<file path="config.mk">
export PLATFORM = sky130hd
export DESIGN_NAME = mmu_exc_regs
export DESIGN_NICKNAME = d
export VERILOG_FILES = /design/src/rtl/mmu_regs_pkg.sv /design/src/rtl/mmu_acc_decode.sv /design/src/rtl/mmu_ctl_bank.sv /design/src/rtl/mmu_tlb_bridge.sv /design/src/rtl/mmu_exc_regs.sv
export SDC_FILE = /design/constraint.sdc
export NUM_CORES = 1
export LEC_CHECK = 0
export BUFFER_PORTS_ARGS = -buffer_cell sky130_fd_sc_hd__buf_2
export CAP_MARGIN = 25
export CORE_MARGIN = 10
export CORE_UTILIZATION = 25
export DETAILED_ROUTE_END_ITERATION = 12
export PLACE_DENSITY = 0.47
export RECOVER_POWER = 100
export SYNTH_ARGS = -nofsm -noshare
export SYNTH_HDL_FRONTEND = slang
export SYNTH_SLANG_ARGS = --single-unit
</file>
<file path="constraint.sdc">
create_clock -name clk -period 2.35 [get_ports clk]
set_input_delay 0.235 -clock clk [delete_from_list [all_inputs] [get_ports clk]]
set_output_delay 0.235 -clock clk [all_outputs]
set_load 0.03 [all_outputs]
</file>
<file path="src/rtl/mmu_regs_pkg.sv">
package mmu_regs_pkg;

    localparam int NUM_REGS = 9;
    localparam logic [1:0] SIZE_WORD = 2'b10;

    typedef enum logic [3:0] {
        IDX_CTRL = 4'd0,
        IDX_PTEH = 4'd1,
        IDX_PTEL = 4'd2,
        IDX_PTEA = 4'd3,
        IDX_TTB  = 4'd4,
        IDX_TEA  = 4'd5,
        IDX_TRAP = 4'd6,
        IDX_EXC  = 4'd7,
        IDX_INT  = 4'd8
    } reg_idx_e;

    typedef enum logic [2:0] {
        RG_ICACHE_A = 3'd0,
        RG_ICACHE_D = 3'd1,
        RG_ITLB_A   = 3'd2,
        RG_ITLB_D   = 3'd3,
        RG_OCACHE_A = 3'd4,
        RG_OCACHE_D = 3'd5,
        RG_UTLB_A   = 3'd6,
        RG_UTLB_D   = 3'd7
    } region_e;

    typedef enum logic [2:0] {
        ACT_NONE = 3'd0,
        ACT_REG  = 3'd1,
        ACT_ZERO = 3'd2,
        ACT_TLB  = 3'd3,
        ACT_ERR  = 3'd4
    } act_e;

endpackage

</file>
<file path="src/rtl/mmu_acc_decode.sv">
module mmu_acc_decode
    import mmu_regs_pkg::*;
(
    input  logic       valid,
    input  logic       win,
    input  logic [1:0] size,
    input  logic [2:0] region,
    output act_e       act
);

    logic tlb_region;

    always_comb begin
        case (region_e'(region))
            RG_ITLB_A, RG_ITLB_D, RG_UTLB_A, RG_UTLB_D: tlb_region = 1'b1;
            default:                                    tlb_region = 1'b0;
        endcase
    end

    always_comb begin
        if (!valid)                 act = ACT_NONE;
        else if (size != SIZE_WORD) act = ACT_ERR;
        else if (!win)              act = ACT_REG;
        else if (tlb_region)        act = ACT_TLB;
        else                        act = ACT_ZERO;
    end

    always_comb begin
        if (act == ACT_TLB) assert_tlb_only_in_window_R9: assert (win && size == SIZE_WORD);
    end

endmodule

</file>
<file path="src/rtl/mmu_ctl_bank.sv">
module mmu_ctl_bank
    import mmu_regs_pkg::*;
#(
    parameter int NREG     = NUM_REGS,
    parameter int IDX_W    = 4,
    parameter int ASID_W   = 8,
    parameter int EVT_W    = 11,
    parameter int ASSIST_W = 4,
    parameter int INV_BIT  = 2
) (
    input  logic             clk,
    input  logic             rst_n,
    input  logic             wr_en,
    input  logic [IDX_W-1:0] wr_idx,
    input  logic [31:0]      wdata,
    input  logic [IDX_W-1:0] rd_idx,
    output logic [31:0]      rd_data,
    output logic             inval_o,
    output logic             flush_o
);

    localparam logic [IDX_W-1:0] NREG_L      = IDX_W'(NREG);
    localparam logic [31:0]      ASSIST_MASK = 32'((64'd1 << ASSIST_W) - 64'd1);
    localparam logic [31:0]      EVT_MASK    = 32'((64'd1 << EVT_W) - 64'd1);
    localparam logic [31:0]      CTRL_MASK   = ~(32'd1 << INV_BIT);
    localparam logic [IDX_W-1:0] I_CTRL      = IDX_W'(IDX_CTRL);
    localparam logic [IDX_W-1:0] I_PTEH      = IDX_W'(IDX_PTEH);
    localparam logic [IDX_W-1:0] I_PTEA      = IDX_W'(IDX_PTEA);
    localparam logic [IDX_W-1:0] I_TRAP      = IDX_W'(IDX_TRAP);
    localparam logic [IDX_W-1:0] I_EXC       = IDX_W'(IDX_EXC);
    localparam logic [IDX_W-1:0] I_INT       = IDX_W'(IDX_INT);

    typedef struct packed {
        logic [NREG-1:0][31:0] regs;
        logic                  inval;
        logic                  flush;
    } bank_t;

    bank_t bank_d, bank_q;

    function automatic logic [31:0] keep_mask(input logic [IDX_W-1:0] idx);
        if (idx == I_CTRL)                                return CTRL_MASK;
        if (idx == I_PTEA)                                return ASSIST_MASK;
        if (idx == I_TRAP || idx == I_EXC || idx == I_INT) return EVT_MASK;
        return '1;
    endfunction

    always_comb begin
        bank_d       = bank_q;
        bank_d.inval = 1'b0;
        bank_d.flush = 1'b0;
        if (wr_en && wr_idx < NREG_L) begin
            bank_d.regs[wr_idx] = wdata & keep_mask(wr_idx);
            if (wr_idx == I_CTRL) bank_d.inval = wdata[INV_BIT];
            if (wr_idx == I_PTEH)
                bank_d.flush = wdata[ASID_W-1:0] != bank_q.regs[I_PTEH][ASID_W-1:0];
        end
    end

    always_ff @(posedge clk or negedge rst_n) begin
        if (!rst_n) bank_q <= '0;
        else        bank_q <= bank_d;
    end

    assign rd_data = (rd_idx < NREG_L) ? bank_q.regs[rd_idx] : '0;
    assign inval_o = bank_q.inval;
    assign flush_o = bank_q.flush;

    assert_flush_on_asid_change_R3: assert property (@(posedge clk) disable iff (!rst_n)
        bank_q.flush |-> bank_q.regs[I_PTEH][ASID_W-1:0] != $past(bank_q.regs[I_PTEH][ASID_W-1:0]));

    assert_ctrl_bit_dropped_R2: assert property (@(posedge clk) disable iff (!rst_n)
        bank_q.inval |-> !bank_q.regs[I_CTRL][INV_BIT] && $changed(bank_q.inval) || $past(bank_q.inval));

endmodule

</file>
<file path="src/rtl/mmu_tlb_bridge.sv">
module mmu_tlb_bridge #(
    parameter int AW = 32,
    parameter int DW = 32
) (
    input  logic          clk,
    input  logic          rst_n,
    input  logic          start,
    input  logic          write,
    input  logic [AW-1:0] addr,
    input  logic [DW-1:0] wdata,
    output logic          tlb_req,
    output logic          tlb_write,
    output logic [AW-1:0] tlb_addr,
    output logic [DW-1:0] tlb_wdata,
    input  logic          tlb_ack,
    output logic          fin
);

    typedef struct packed {
        logic          req;
        logic          write;
        logic [AW-1:0] addr;
        logic [DW-1:0] wdata;
    } fwd_t;

    fwd_t fwd_d, fwd_q;

    always_comb begin
        fwd_d = fwd_q;
        if (fwd_q.req) begin
            if (tlb_ack) fwd_d.req = 1'b0;
        end else if (start) begin
            fwd_d.req   = 1'b1;
            fwd_d.write = write;
            fwd_d.addr  = addr;
            fwd_d.wdata = wdata;
        end
    end

    always_ff @(posedge clk or negedge rst_n) begin
        if (!rst_n) fwd_q <= '0;
        else        fwd_q <= fwd_d;
    end

    assign tlb_req   = fwd_q.req;
    assign tlb_write = fwd_q.write;
    assign tlb_addr  = fwd_q.addr;
    assign tlb_wdata = fwd_q.wdata;
    assign fin       = fwd_q.req && tlb_ack;

    assert_req_held_R10: assert property (@(posedge clk) disable iff (!rst_n)
        fwd_q.req && !tlb_ack |=> fwd_q.req && $stable(fwd_q.addr) && $stable(fwd_q.write));

    assert_req_drops_R10: assert property (@(posedge clk) disable iff (!rst_n)
        fwd_q.req && tlb_ack |=> !fwd_q.req);

endmodule

</file>
<file path="src/rtl/mmu_exc_regs.sv">
module mmu_exc_regs
    import mmu_regs_pkg::*;
#(
    parameter int IDX_LSB    = 2,
    parameter int IDX_W      = 4,
    parameter int REGION_LSB = 24,
    parameter int ASID_W     = 8,
    parameter int EVT_W      = 11,
    parameter int ASSIST_W   = 4,
    parameter int INV_BIT    = 2
) (
    input  logic        clk,
    input  logic        rst_n,
    input  logic        req_valid,
    input  logic        req_write,
    input  logic        req_win,
    input  logic [31:0] req_addr,
    input  logic [1:0]  req_size,
    input  logic [31:0] req_wdata,
    output logic        resp_done,
    output logic        resp_err,
    output logic [31:0] resp_rdata,
    output logic        tlb_inval,
    output logic        tlb_flush,
    output logic        tlb_req,
    output logic        tlb_write,
    output logic [31:0] tlb_addr,
    output logic [31:0] tlb_wdata,
    input  logic        tlb_ack,
    input  logic [31:0] tlb_rdata
);

    typedef struct packed {
        logic        busy;
        logic        done;
        logic        err;
        logic [31:0] rdata;
    } top_t;

    top_t top_d, top_q;

    act_e             act;
    logic             accept;
    logic [IDX_W-1:0] idx;
    logic [31:0]      bank_rd;
    logic             fin;

    assign accept = req_valid && !top_q.busy;
    assign idx    = req_addr[IDX_LSB +: IDX_W];

    mmu_acc_decode u_dec (
        .valid  (accept),
        .win    (req_win),
        .size   (req_size),
        .region (req_addr[REGION_LSB +: 3]),
        .act    (act)
    );

    mmu_ctl_bank #(
        .NREG     (NUM_REGS),
        .IDX_W    (IDX_W),
        .ASID_W   (ASID_W),
        .EVT_W    (EVT_W),
        .ASSIST_W (ASSIST_W),
        .INV_BIT  (INV_BIT)
    ) u_bank (
        .clk     (clk),
        .rst_n   (rst_n),
        .wr_en   (act == ACT_REG && req_write),
        .wr_idx  (idx),
        .wdata   (req_wdata),
        .rd_idx  (idx),
        .rd_data (bank_rd),
        .inval_o (tlb_inval),
        .flush_o (tlb_flush)
    );

    mmu_tlb_bridge #(.AW(32), .DW(32)) u_bridge (
        .clk       (clk),
        .rst_n     (rst_n),
        .start     (act == ACT_TLB),
        .write     (req_write),
        .addr      (req_addr),
        .wdata     (req_wdata),
        .tlb_req   (tlb_req),
        .tlb_write (tlb_write),
        .tlb_addr  (tlb_addr),
        .tlb_wdata (tlb_wdata),
        .tlb_ack   (tlb_ack),
        .fin       (fin)
    );

    always_comb begin
        top_d       = top_q;
        top_d.done  = 1'b0;
        top_d.err   = 1'b0;
        top_d.rdata = '0;
        case (act)
            ACT_REG: begin
                top_d.done  = 1'b1;
                top_d.rdata = req_write ? '0 : bank_rd;
            end
            ACT_ZERO: top_d.done = 1'b1;
            ACT_ERR: begin
                top_d.done = 1'b1;
                top_d.err  = 1'b1;
            end
            ACT_TLB: top_d.busy = 1'b1;
            default: ;
        endcase
        if (fin) begin
            top_d.busy  = 1'b0;
            top_d.done  = 1'b1;
            top_d.rdata = tlb_write ? '0 : tlb_rdata;
        end
    end

    always_ff @(posedge clk or negedge rst_n) begin
        if (!rst_n) top_q <= '0;
        else        top_q <= top_d;
    end

    assign resp_done  = top_q.done;
    assign resp_err   = top_q.err;
    assign resp_rdata = top_q.rdata;

    assert_quiet_while_forwarding_R10: assert property (@(posedge clk) disable iff (!rst_n)
        tlb_req |-> !resp_done);

    assert_err_has_no_side_effect_R8: assert property (@(posedge clk) disable iff (!rst_n)
        resp_err |-> resp_done && resp_rdata == '0 && !tlb_inval && !tlb_flush && !tlb_req);

endmodule

</file>
==> flow_metrics.env <==
export IMPL_outcome="finished, violations left"
export IMPL_violations="capacitance limit, slew limit"
export IMPL_setup_tns_ps=0
export IMPL_clock_sinks=391
export IMPL_rr_worst_depth=5
export IMPL_die_area_sq_mm=0.0781
export IMPL_insertion_delay_ps=580
export IMPL_slew_headroom_pct=-5.60
export IMPL_synth_top_flop_cell="dfrtp_1"
export IMPL_worst_ir_drop_vdd_uv=650
export IMPL_crit_path_start="top_q[34]$_DFFE_PN0P_"
export IMPL_grt_max_degree=67
export IMPL_ys_seq_area_share_pct=58.2
export IMPL_synth_area_sq_mm=0.0168
export IMPL_hold_buffers=92
export IMPL_ios=206
export IMPL_drt_iter0_markers=506
export IMPL_finalWorstPathRequiredPeriod_ps=2100
export IMPL_placementRows=95
export IMPL_portBuffers=205
export IMPL_tightest_slew_ps=1580
export IMPL_cts_root_buf="clkbuf_16"
export IMPL_numCtsBuffers=47
export IMPL_routedWlPerCell_um=19.1
export IMPL_drt_wl_total_mm=51.2
export IMPL_setup_violations_final=0
export IMPL_post_cts_resized=0
export IMPL_die_w_um=279
export IMPL_hold_viol=0
export IMPL_fin_skew_ps=21.7
export IMPL_nets=1880
export IMPL_post_cts_buffers=0
export IMPL_synth_edf_count=0
export IMPL_synth_seq_cells=391
export IMPL_syn_area_per_cell_sq_um=11.1
export IMPL_min_period_over_period_pct=89.5
export IMPL_synth_cells=1513
export IMPL_path_max_fanout=32
export IMPL_dp_final_hpwl_mm=32.8
export IMPL_clk_pin_slew_ps=50
export IMPL_ys_warn_count=0
export IMPL_clock_path_buffers=3
export IMPL_startpoint_type="flop"
export IMPL_required_ps=2810
export IMPL_drtPass1Iterations=5
export IMPL_placed_cell_area_sq_mm=0.0190
export IMPL_vias=11900
export IMPL_r2r_end="resp_rdata[3]$_DFF_PN0_"
export IMPL_viasPerCell=4.45
export IMPL_core_area_sq_mm=0.0669
export IMPL_ys_async_sr_fraction_pct=100
export IMPL_ant_nets=0
export IMPL_syn_nets=1617
export IMPL_hold_ws_ps=55.9
export IMPL_placedCellCount=2508
export IMPL_leakagePower_uw=0.00965
export IMPL_syn_to_final_growth_pct=26.3
export IMPL_synth_cell_types=37
export IMPL_dieHeight_um=279
export IMPL_hold_path_class="in -> reg"
export IMPL_r2r_slack_ps=250
export IMPL_crit_end="resp_rdata[3]$_DFF_PN0_"
export IMPL_critPathKind="reg -> reg"
export IMPL_cellPowerDensity_mw_per_mm2=813
export IMPL_grt_antenna_before_repair=2
export IMPL_place_congestion=0.745
export IMPL_cap_viol_max_count=1
export IMPL_rsz0062_at_grt="no"
export IMPL_initial_core_util_pct=25.1
export IMPL_drc_errors=0
export IMPL_design_area_sq_mm=0.0212
export IMPL_grt_pass1_vias=12800
export IMPL_htreeDepth=2
export IMPL_grt_pass1_wl_mm=79.6
export IMPL_grt_use_total_pct=13.1
export IMPL_max_freq_mhz=476
export IMPL_drv_slew=46
export IMPL_p_total_uw=17300
export IMPL_n_fill_cell=6831
export IMPL_worstReg2RegStart="top_q[34]$_DFFE_PN0P_"
export IMPL_crit_path_end_kind="flop"
export IMPL_drive_gt1_share_pct=19.0
export IMPL_worstPathArrival_ps=2560
export IMPL_gr_total_overflow=0
export IMPL_instances_no_fill=2684
export IMPL_cts_tree="yes"
## per-layer routing
metal / up-vias / share of wire, % / track usage, % / routed length (um)
met2: 258 / 45 / 20.5 / 23000
met4: 2 / 1.8 / 3.48 / 924
li1: 5726 / - / - / -
met1: 5895 / 48 / 18.1 / 24700
met5: - / 0.039 / 0 / 20
met3: 59 / 5.0 / 2.69 / 2580
## flip-flops by register name (all words and copies together), names as in the netlist
signal              cells
resp_done               1
resp_err                1
resp_rdata             32
top_q                   1
u_bank.bank_q         288
u_bank.flush_o          1
u_bank.inval_o          1
u_bridge.tlb_addr      32
u_bridge.tlb_req        1
u_bridge.tlb_wdata     32
u_bridge.tlb_write      1
## cell usage after synthesis (32+ instances only)
cell type  count  area share, %
nor2_1        37           0.83
mux2i_1       95            5.7
nand2_1      226            5.0
nor2b_1       36            1.3
dfrtp_1      391             58
mux2_2        92            6.2
a211oi_1      62            2.8
nand2b_1      35            1.3
clkbuf_1      82            1.8
o221ai_1      32            1.7
o21ai_0      176            5.2
buf_4         38            1.7
and2_1        92            3.4
## final cells by class
| cell class | count | area, sq um | share of cell area [%] |
|---|---|---|---|
| antenna | 1 | 2.50 | 0.0118 |
| clock buffer | 59 | 1250 | 5.89 |
| clock inverter | 24 | 267 | 1.25 |
| inverter | 3 | 11.3 | 0.0530 |
| multi-input combinational | 971 | 6330 | 29.8 |
| sequential | 391 | 9780 | 46.0 |
| tap | 873 | 1090 | 5.14 |
| timing repair buffer | 362 | 2510 | 11.8 |
## layout by cell type, fill, tap and decap left out, drive strengths merged, types with 35 or more instances in the layout
cell,synthesis,final
dfrtp,391,391
nand2,226,226
o21ai,190,190
clkbuf,82,173
buf,66,156
mux2,102,102
mux2i,95,95
dlygate4sd3,0,92
and2,92,92
a211oi,62,62
nor2,37,37
nor2b,36,36
nand2b,35,35
## logic make-up after synthesis
logic type             Yosys count  synth area share (%)
XOR/XNOR                         8                 0.417
multiplexers                   198                  12.6
flip-flops                     391                  58.2
AND/OR/NAND/NOR                441                  12.6
buffers and inverters          151                  4.39
AO/OA/AOI/OAI                  324                  11.8
## where the power goes
group	switching [uW]	leakage, uW	internal [uW]
combinational	1670	0.00358	838
sequential	267	0.00533	7240
clock	2940	0.000743	4320
total	4870	0.00965	12400
## through the flow
step | setup WS (ps) | util, %
after floorplan | 590 | -
after global placement | 141 | 28.4
after detailed placement | 145 | 28.4
after CTS | 318 | 32.1
after global routing | 99.3 | 31.7
final | 248 | 31.8
## worst max-delay path, stage by stage (launching register included)
cell,delay (ps)
dfrtp_1,380
nand2b_1,190
nor3_1,250
o211ai_1,130
clkbuf_2,560
o21ai_0,420
## worst min-delay path by stage
stage / slack, ps / startpoint / to / cells past startpoint
final: 60 / req_size[1] / resp_done$_DFF_PN0_ / 3
after global routing: 60 / req_size[1] / resp_done$_DFF_PN0_ / 3
after CTS: 20 / req_size[1] / resp_done$_DFF_PN0_ / 3
after detailed placement: 210 / rst_n / resp_rdata[6]$_DFF_PN0_ / 1
after global placement: 210 / rst_n / resp_rdata[7]$_DFF_PN0_ / 1
after floorplan: -60 / rst_n / resp_done$_DFF_PN0_ / 0
(Power assumes the default switching activity.)
